$ cat src/rtl/hov_pkg.sv
package hov_pkg;
  // smallest usable window offset: one cycle for the table read,
  // one cycle to load the shifter
  localparam int unsigned HOV_MIN_DLY = 2;
endpackage

$ cat src/rtl/hov_table.sv
module hov_table #(
  parameter int unsigned IDX_W  = 6,
  parameter int unsigned DATA_W = 48
) (
  input  logic              clk,
  input  logic              rst,
  input  logic              we,
  input  logic [IDX_W-1:0]  waddr,
  input  logic [DATA_W-1:0] wdata,
  input  logic              wvalid,
  input  logic              re,
  input  logic [IDX_W-1:0]  raddr,
  output logic [DATA_W-1:0] rd_data,
  output logic              rd_hit
);
  localparam int unsigned DEPTH = 1 << IDX_W;

  // pattern storage: no reset, registered read, so block RAM fits
  logic [DATA_W-1:0] mem [DEPTH];
  // valid flags in flops so reset empties the table
  logic [DEPTH-1:0]  vld;

  always_ff @(posedge clk) begin
    if (we) mem[waddr] <= wdata;
    if (re) rd_data <= mem[raddr];
  end

  always_ff @(posedge clk) begin
    if (rst) begin
      vld    <= '0;
      rd_hit <= 1'b0;
    end else begin
      if (we) vld[waddr] <= wvalid;
      if (re) rd_hit <= vld[raddr];
    end
  end
endmodule

$ cat src/rtl/hov_win_timer.sv
module hov_win_timer #(
  parameter int unsigned DLY_W    = 9,
  parameter int unsigned WIN_BITS = 48
) (
  input  logic             clk,
  input  logic             rst,
  input  logic             arm,
  input  logic [DLY_W-1:0] dly_eff,
  input  logic             hit,
  output logic             load,
  output logic             win_on
);
  localparam int unsigned CNT_W = (WIN_BITS > 1) ? $clog2(WIN_BITS) : 1;

  logic             armed;
  logic [DLY_W-1:0] cnt;
  logic [CNT_W-1:0] bitcnt;

  // the shifter is loaded one cycle before the first window bit
  assign load = armed && (cnt == DLY_W'(1)) && !arm;

  always_ff @(posedge clk) begin
    if (rst) begin
      armed  <= 1'b0;
      cnt    <= '0;
      win_on <= 1'b0;
      bitcnt <= '0;
    end else begin
      if (arm) begin
        armed <= 1'b1;
        cnt   <= dly_eff - DLY_W'(1);
      end else if (armed) begin
        if (cnt == DLY_W'(1)) armed <= 1'b0;
        cnt <= cnt - DLY_W'(1);
      end

      if (load) begin
        win_on <= hit;
        bitcnt <= CNT_W'(WIN_BITS - 1);
      end else if (win_on) begin
        if (bitcnt == '0) win_on <= 1'b0;
        else              bitcnt <= bitcnt - CNT_W'(1);
      end
    end
  end
endmodule

$ cat src/rtl/hov_ser.sv
module hov_ser #(
  parameter int unsigned WIN_BITS = 48
) (
  input  logic                clk,
  input  logic                rst,
  input  logic                load,
  input  logic                shift,
  input  logic [WIN_BITS-1:0] pdata,
  output logic                sbit
);
  logic [WIN_BITS-1:0] sh;

  assign sbit = sh[WIN_BITS-1];

  generate
    if (WIN_BITS > 1) begin : g_wide
      always_ff @(posedge clk) begin
        if (rst)        sh <= '0;
        else if (load)  sh <= pdata;
        else if (shift) sh <= {sh[WIN_BITS-2:0], 1'b0};
      end
    end else begin : g_one
      always_ff @(posedge clk) begin
        if (rst)        sh <= '0;
        else if (load)  sh <= pdata;
        else if (shift) sh <= '0;
      end
    end
  endgenerate
endmodule

$ cat src/rtl/hov_top.sv
module hov_top #(
  parameter int unsigned IDX_W    = 6,
  parameter int unsigned WIN_BITS = 48,
  parameter int unsigned DLY_W    = 9
) (
  input  logic                clk,
  input  logic                rst,
  input  logic                cell_start,
  input  logic                lock,
  input  logic [IDX_W-1:0]    old_id,
  input  logic                din,
  input  logic [DLY_W-1:0]    delay_cfg,
  input  logic                tbl_we,
  input  logic [IDX_W-1:0]    tbl_waddr,
  input  logic [WIN_BITS-1:0] tbl_wdata,
  input  logic                tbl_wvalid,
  output logic                dout
);
  import hov_pkg::*;

  localparam logic [DLY_W-1:0] MIN_D = DLY_W'(HOV_MIN_DLY);

  logic                arm;
  logic [DLY_W-1:0]    dly_eff;
  logic [WIN_BITS-1:0] rd_data;
  logic                hit_q;
  logic                load;
  logic                win_on;
  logic                new_bit;
  logic                sel;

  assign arm     = cell_start & lock;
  assign dly_eff = (delay_cfg < MIN_D) ? MIN_D : delay_cfg;

  hov_table #(.IDX_W(IDX_W), .DATA_W(WIN_BITS)) u_tbl (
    .clk(clk), .rst(rst),
    .we(tbl_we), .waddr(tbl_waddr), .wdata(tbl_wdata), .wvalid(tbl_wvalid),
    .re(arm), .raddr(old_id),
    .rd_data(rd_data), .rd_hit(hit_q)
  );

  hov_win_timer #(.DLY_W(DLY_W), .WIN_BITS(WIN_BITS)) u_tmr (
    .clk(clk), .rst(rst),
    .arm(arm), .dly_eff(dly_eff), .hit(hit_q),
    .load(load), .win_on(win_on)
  );

  hov_ser #(.WIN_BITS(WIN_BITS)) u_ser (
    .clk(clk), .rst(rst),
    .load(load), .shift(win_on), .pdata(rd_data),
    .sbit(new_bit)
  );

  // 2:1 select: generated header inside the window while locked
  assign sel = win_on & lock;

  always_ff @(posedge clk) begin
    if (rst) dout <= 1'b0;
    else     dout <= sel ? new_bit : din;
  end
endmodule

$ cat config.mk
export PLATFORM = sky130hd
export DESIGN_NAME = hov_top
export DESIGN_NICKNAME = d
export VERILOG_FILES = /design/src/rtl/hov_pkg.sv /design/src/rtl/hov_table.sv /design/src/rtl/hov_win_timer.sv /design/src/rtl/hov_ser.sv /design/src/rtl/hov_top.sv
export SDC_FILE = /design/constraint.sdc
export NUM_CORES = 2
export LEC_CHECK = 0
export BUFFER_PORTS_ARGS = -buffer_cell sky130_fd_sc_hd__buf_4
export CAP_MARGIN = 5
export CORE_ASPECT_RATIO = 1.75
export CORE_MARGIN = 2
export CORE_UTILIZATION = 50
export CTS_BUF_LIST = sky130_fd_sc_hd__clkbuf_4
export DETAILED_ROUTE_END_ITERATION = 6
export PLACE_DENSITY = 0.7
export SETUP_SLACK_MARGIN = 0.4
export SLEW_MARGIN = 25
export SYNTH_ARGS = -nofsm -noshare
export SYNTH_HDL_FRONTEND = slang
export SYNTH_HIERARCHICAL = 1
export SYNTH_SLANG_ARGS = --single-unit
$ cat constraint.sdc
create_clock -name clk -period 9.8 [get_ports clk]
set_input_delay 0.49 -clock clk [delete_from_list [all_inputs] [get_ports clk]]
set_output_delay 0.49 -clock clk [all_outputs]
set_load 0.005 [all_outputs]
==> Yosys cells after proc, flatten, opt, wreduce, memory -nomap -nowiden <==
Memory sizes are Yosys's and may differ from the RTL's. A register that Yosys moved wholly into a read port is not among the register bits.
Index checks and enable logic that the tools add are counted.
{ "totals": {"register_bits": 131, "ramBits": 3072, "in_bits": 76, "output_inout_bits": 1, "wordCells": 54, "n_memories": 1} }
{ "classes": {"add_sub_neg": 3, "magnitude_cmp": 4, "n_eq_ne": 2, "n_mux": 22, "bitwise_logic": 3, "reduce_logical": 10} }
{ "memory_table": {"columns": ["name", "depth", "word_bits", "read_ports", "rd_clocked_by_memory_dff", "wr", "line", "text"], "rows": [
  ["u_tbl.mem", 64, 48, 1, 1, 1, "hov_table.sv:19", "logic [DATA_W-1:0] mem [DEPTH];"]
]} }
{ "ops": {"columns": ["operator", "n"], "rows": [
  ["48-bit two-way mux", 2],
  ["64-bit bitwise mux", 1],
  ["9-bit two-way mux", 3],
  ["6-bit two-way mux", 3],
  ["9-bit by 1-bit subtractor with 9-bit output, second input constant", 2],
  ["6-bit by 7-bit less-than comparator with 1-bit output, second input constant", 2],
  ["1-bit two-way mux", 11],
  ["9-bit by 1-bit equality test with 1-bit output, second input constant", 1],
  ["9-bit by 2-bit less-than comparator with 1-bit output, second input constant", 1],
  ["1-bit binary-select mux with 6-bit select", 1],
  ["1-bit demux with 6-bit select", 1],
  ["6-bit by 1-bit >= comparator with 1-bit output, second input constant", 1],
  ["6-bit zero test", 1],
  ["6-bit by 1-bit subtractor with 6-bit output, second input constant", 1],
  ["2-bit AND reduction", 2],
  ["2-bit nonzero test", 2],
  ["1-bit logical AND", 3],
  ["1-bit AND", 2],
  ["2-bit inequality test, second input constant", 1],
  ["2-bit OR reduction", 1],
  ["1-bit zero test", 1],
  ["1-bit NOT", 1]
]} }

==> Longest topological paths before layout <==
{ "logic_depth": {"word_depth": 5, "mapped_depth": 10, "ltp_nobuf": 8} }

==> Modules after synthesis <==
The synthesis kept the hierarchy.
{ "modules_own_cells": {"columns": ["mod", "n_inst", "cells_per_inst", "area_per_inst_um2", "seq_area_each_um2"], "rows": [
  ["hov_table", 1, 4811, 120704.5, 94991.1],
  ["hov_ser", 1, 214, 2264.7, 960.9],
  ["hov_win_timer", 1, 117, 1063.5, 340.3],
  ["hov_top", 1, 18, 111.4, 20.0]
]} }

==> Worst setup path after synthesis <==
No wires, ideal clock.
{ "synth_timing": {"path_type": "input -> register", "start": "input port tbl_waddr[3]", "end": "memory u_tbl.mem[32][0], enable pin", "setup_time_ns": 0.455, "arrival_time_ns": 3.337, "required_ns": 9.345, "path_slack_ns": 6.008, "stages": 4, "n_path_buf": 2, "path_cell_list": "or3b_2 > clkbuf_1 > clkbuf_1 > nor2_1"} }
{ "synth_lines": {"columns": ["item", "line", "text"], "rows": [
  ["start: declaration", "hov_top.sv:14", "input logic [IDX_W-1:0] tbl_waddr,"],
  ["end: declaration", "hov_table.sv:19", null]
]} }
Straight into the memory's write port.

==> Final worst setup path <==
{ "layout_timing": {"start": "input port delay_cfg[5]", "end": "register u_tmr.cnt[8]"} }
{ "layout_between": {"elab_chain_cells": 4} }
{ "layout_rtl": {"columns": ["item", "line", "text"], "rows": [
  ["start: declaration", "hov_top.sv:12", "input logic [DLY_W-1:0] delay_cfg,"],
  ["9-bit by 2-bit less-than comparator with 1-bit output", "hov_top.sv:33", "assign dly_eff = (delay_cfg < MIN_D) ? MIN_D : delay_cfg;"],
  ["9-bit two-way mux", "hov_top.sv:33", null],
  ["named net dly_eff[0]", "hov_top.sv:24", "logic [DLY_W-1:0] dly_eff;"],
  ["9-bit by 1-bit subtractor with 9-bit output", "hov_win_timer.sv:31", "cnt <= dly_eff - DLY_W'(1);"],
  ["9-bit two-way mux", "hov_win_timer.sv:29", "if (arm) begin"],
  ["end signal: assignment", "hov_win_timer.sv:31", null],
  ["end signal: assignment", "hov_win_timer.sv:34", "cnt <= cnt - DLY_W'(1);"],
  ["end: declaration", "hov_win_timer.sv:16", "logic [DLY_W-1:0] cnt;"]
]} }
The timed path passes the listed nets, and every way through them passes these cells.
A chain may end at the register's enable or synchronous reset.

==> summary.txt <==
Worst setup path
  – CP arrival: a little over 5000 ps
  – Worst Setup SP: delay_cfg[5]
  – Max Fanout on Critical Path: 5
  – Reg-to-Reg Start: u_tmr/armed
  – Startpoint Class: primary input
  – Setup CP Type: in2reg
  – Reg2reg end: u_ser/sh[44]
  – Critical path endpoint category: flop
  – Data required, critical path: between 10000 and 15000 ps
  – Worst R2R Setup Slack: 6730 ps
  – Worst Reg-to-Reg Cells: 6

CTS
  – CTS tree: done
  – Clk Latency, worst-skew pair: 1350 ps
  – H-Tree Depth: 6
  – Num CTS Buffers: between 600 and 700
  – Max clock buf depth: 4
  – CTS clk-pin slew, worst paths: around 80 ps
  – CTS sink count: around 3.3k
  – Post-CTS sizing: 0
  – Root Buffer: clkbuf_4
  – Post-CTS Setup Inserts: 0

Drt
  – Drt via density: approximately 6.4
  – Wire per inst: approximately 35 um
  – DR WL met2: 176100 um
  – Sum of routed wire segments on met1: roughly 110000 um
  – WL met3: between 30000 and 40000 um
  – Iteration-0 DRC Markers: roughly 8.1k
  – Routed wire length: 336700 um
  – Top Layer Used: met5
  – Via Count: 62.16k
  – Drt pass-1 iters: 6
  – Final ANT Viol Nets: 0
  – Residual DRC: 0

STA
  – Max Fclk: around 0.25 GHz
  – Setup TNS: 0 ps
  – Final setup violating endpoints: 0
  – Fin crit share: between 40% and 50%
  – Crit path time final: 3926 ps
  – Hold Violations, Final: 0
  – Slew @ Worst Pin: approximately 1200 ps
  – Skew final: about 120 ps
  – Slew Limit Fails: 0
  – Unrepaired setup endpoints after global routing: no
  – Hold_ws: 83.89 ps
  – Max-slew headroom: 23.24%

Die
  – I/O pin cnt: between 70 and 80
  – Die boundary width: between 300 and 400 um
  – Rows: 242
  – Core Region: 247700 sq um
  – Starting density of the core: between 50% and 60%
  – Die height: between 600 and 700 um
  – Die ar.: roughly 250000 sq um

Pwr
  – Flop pwr share: 57.3%
  – Maximum VDD drop: 0.1028 mV
  – Clk network pwr share: a little under two fifths
  – Int Pwr: 20.89 mW
  – P_leak: 43.58 nW
  – Comb power frac: 4.9%
  – Switching portion of total power: 22.00%
  – Switching power: between 5 and 6 mW
  – Pwr Density: about 190 nW/um^2
  – Pwr Total: approximately 27 mW

Place
  – Post-DP HPWL: roughly 170000 um
  – Gpl congestion: around 0.80
  – Port Buffer Count: 76

Global routing
  – Largest net degree at the start of global routing: 165
  – Tot GR Track Use: a little over a quarter
  – First-pass GRT wire length: around 470000 um
  – Gr ovfl total: 0
  – Vias in the first global route: about 64k
  – Initial antenna violation count: 14

Run status
  – Status: finished clean

Logic synthesis
  – Number of synthesized flops with an enable pin: 3120
  – Avg Cell Area, Syn: 24.06 sq um
  – Post-Syn Instances: around 5.2k
  – Post-synthesis net count: 5241
  – Yosys reg bits: ~3.3k
  – Seq/Total Area, Yosys: between 70% and 80%
  – Ys flop type: edfxtp_1
  – Synthesis Warnings: 6
  – Syn Std Cell Area: 124100 sq um
  – Synth cell types: 57
  – Asr flop ratio synth: 0%

Layout
  – Area Growth Syn to Fin: 12.54%
  – Most frequent cells in the layout: edfxtp_1, mux4_2, clkbuf_4
  – Share of layout cells above drive strength 1: a little under two fifths
  – Post-Route Utilization: a little under three fifths
  – Nets: approximately 6k
  – Most common cell after layout, fill and taps aside: edfxtp_1

Min path
  – Worst Hold End: u_tbl/rd_data[1]
  – Hold path depth: 3
  – Worst min-delay path startpoint: old_id[1]
  – Hold Path Class: in2reg

Flow run
  – MaxCap Viol Count: 0
how the worst max path moves through the flow:
| stage | to | cells past startpoint | slack, ps |
|---|---|---|---|
| CTS | u_tmr/cnt[8] | 14 | 6030 |
| detailed placement | u_tbl/rd_data[43] | 6 | 5230 |
| global placement | u_tbl/rd_data[43] | 6 | 5230 |
| global route | u_tmr/cnt[8] | 14 | 5660 |
| floorplan | u_tbl/mem[32][0] | 4 | 6010 |
| finish | u_tmr/cnt[8] | 14 | 5870 |
worst max-delay path, stage by stage:
cell,delay [ps]
dlygate4sd3_1,540
buf_4,160
nor4_2,290
a31oi_1,190
dlygate4sd3_1,640
inv_1,80
ha_1,180
or3b_1,440
nor4_1,170
dlygate4sd3_1,580
nor3_1,40
dlygate4sd3_1,570
a211oi_1,200
dlygate4sd3_1,590
per-layer routing:
metal / up-vias / track usage (%)
met2: 3949 / 46.12
li1: 24190 / -
met3: 870 / 4.373
met5: - / 0
met4: 6 / 12.62
met1: 33140 / 32.91
stage by stage:
step / worst slack [ps] / area [sq um] / cells
CTS: 6031 / 139600 / 9729
global placement: 5234 / 129200 / 8364
detailed placement: 5232 / 129800 / 8388
floorplan: 6008 / 124100 / 5160
global route: 5662 / 139700 / 9737
finish: 5874 / 139700 / 9740
synth_stat cells (3+ instances only):
master / number / share of area (%)
buf_2: 98 / 0.40
inv_1: 11 / 0.033
nand4_1: 5 / 0.025
nor4_1: 4 / 0.020
buf_4: 7 / 0.042
nor2_1: 83 / 0.25
nor3_1: 7 / 0.028
nor2b_1: 60 / 0.30
a211oi_1: 52 / 0.31
edfxtp_1: 3120 / 75
o22ai_1: 4 / 0.020
mux4_2: 1008 / 18
nand2_1: 75 / 0.23
clkbuf_1: 162 / 0.49
buf_12: 3 / 0.048
a31oi_1: 4 / 0.020
o21ai_0: 60 / 0.24
a211oi_2: 6 / 0.060
mux2i_1: 89 / 0.72
mux2_2: 3 / 0.027
dfxtp_1: 131 / 2.1
xnor2_1: 5 / 0.035
xor2_1: 8 / 0.056
nand3b_1: 4 / 0.024
nand3_1: 8 / 0.032
ha_1: 5 / 0.050
buf_1: 25 / 0.076
nor3_2: 3 / 0.024
a21oi_1: 72 / 0.29
final cells by class:
type / count / area, sq um
well taps: 3294 / 4121
clock inverters: 238 / 1309
clock buffers: 1000 / 7507
flip-flops and latches: 3251 / 96320
fillers: 18170 / 108000
diodes: 8 / 20.02
repair buffers: 337 / 3442
inverters: 13 / 48.80
multi-input cells: 1599 / 26940
power by group through the flow:
stage          Combinational (mW)  Clock (mW)  Sequential (mW)
3_5_place_dp                 1.27           0             15.7
2_1_floorplan               0.774           0             15.7
3_3_place_gp                 1.24           0             15.7
5_1_grt                      1.37        10.9             15.4
6_report                     1.30        10.1             15.4
4_1_cts                      1.31        10.3             15.4
flip-flops by register name (all words and copies together), names as in the netlist:
name and count:
u_tbl/mem 3072, u_tmr/win_on 1, u_tmr/armed 1, u_tbl/rd_data 48, u_tbl/vld 64, u_tmr/bitcnt 6, u_tbl/rd_hit 1, u_tmr/cnt 9
u_ser/sh 48, dout 1
what timing repair did:
action                                  in CTS  in global routing
endpoints found under the setup margin       0                  0
hold buffers                               103                  0
endpoints found under the hold margin     3280                  0
cells by family after synthesis:
| family | share of synthesized area [%] |
|---|---|
| and+or+nand+nor | 1.083 |
| buffers and inverters | 1.109 |
| adders and majority gates | 0.05039 |
| xor gates and xnor gates | 0.09172 |
| muxes | 19.04 |
| AOI/OAI and AO/OA | 1.044 |
| DFF | 77.58 |
Power figures use the tool's default switching activity.
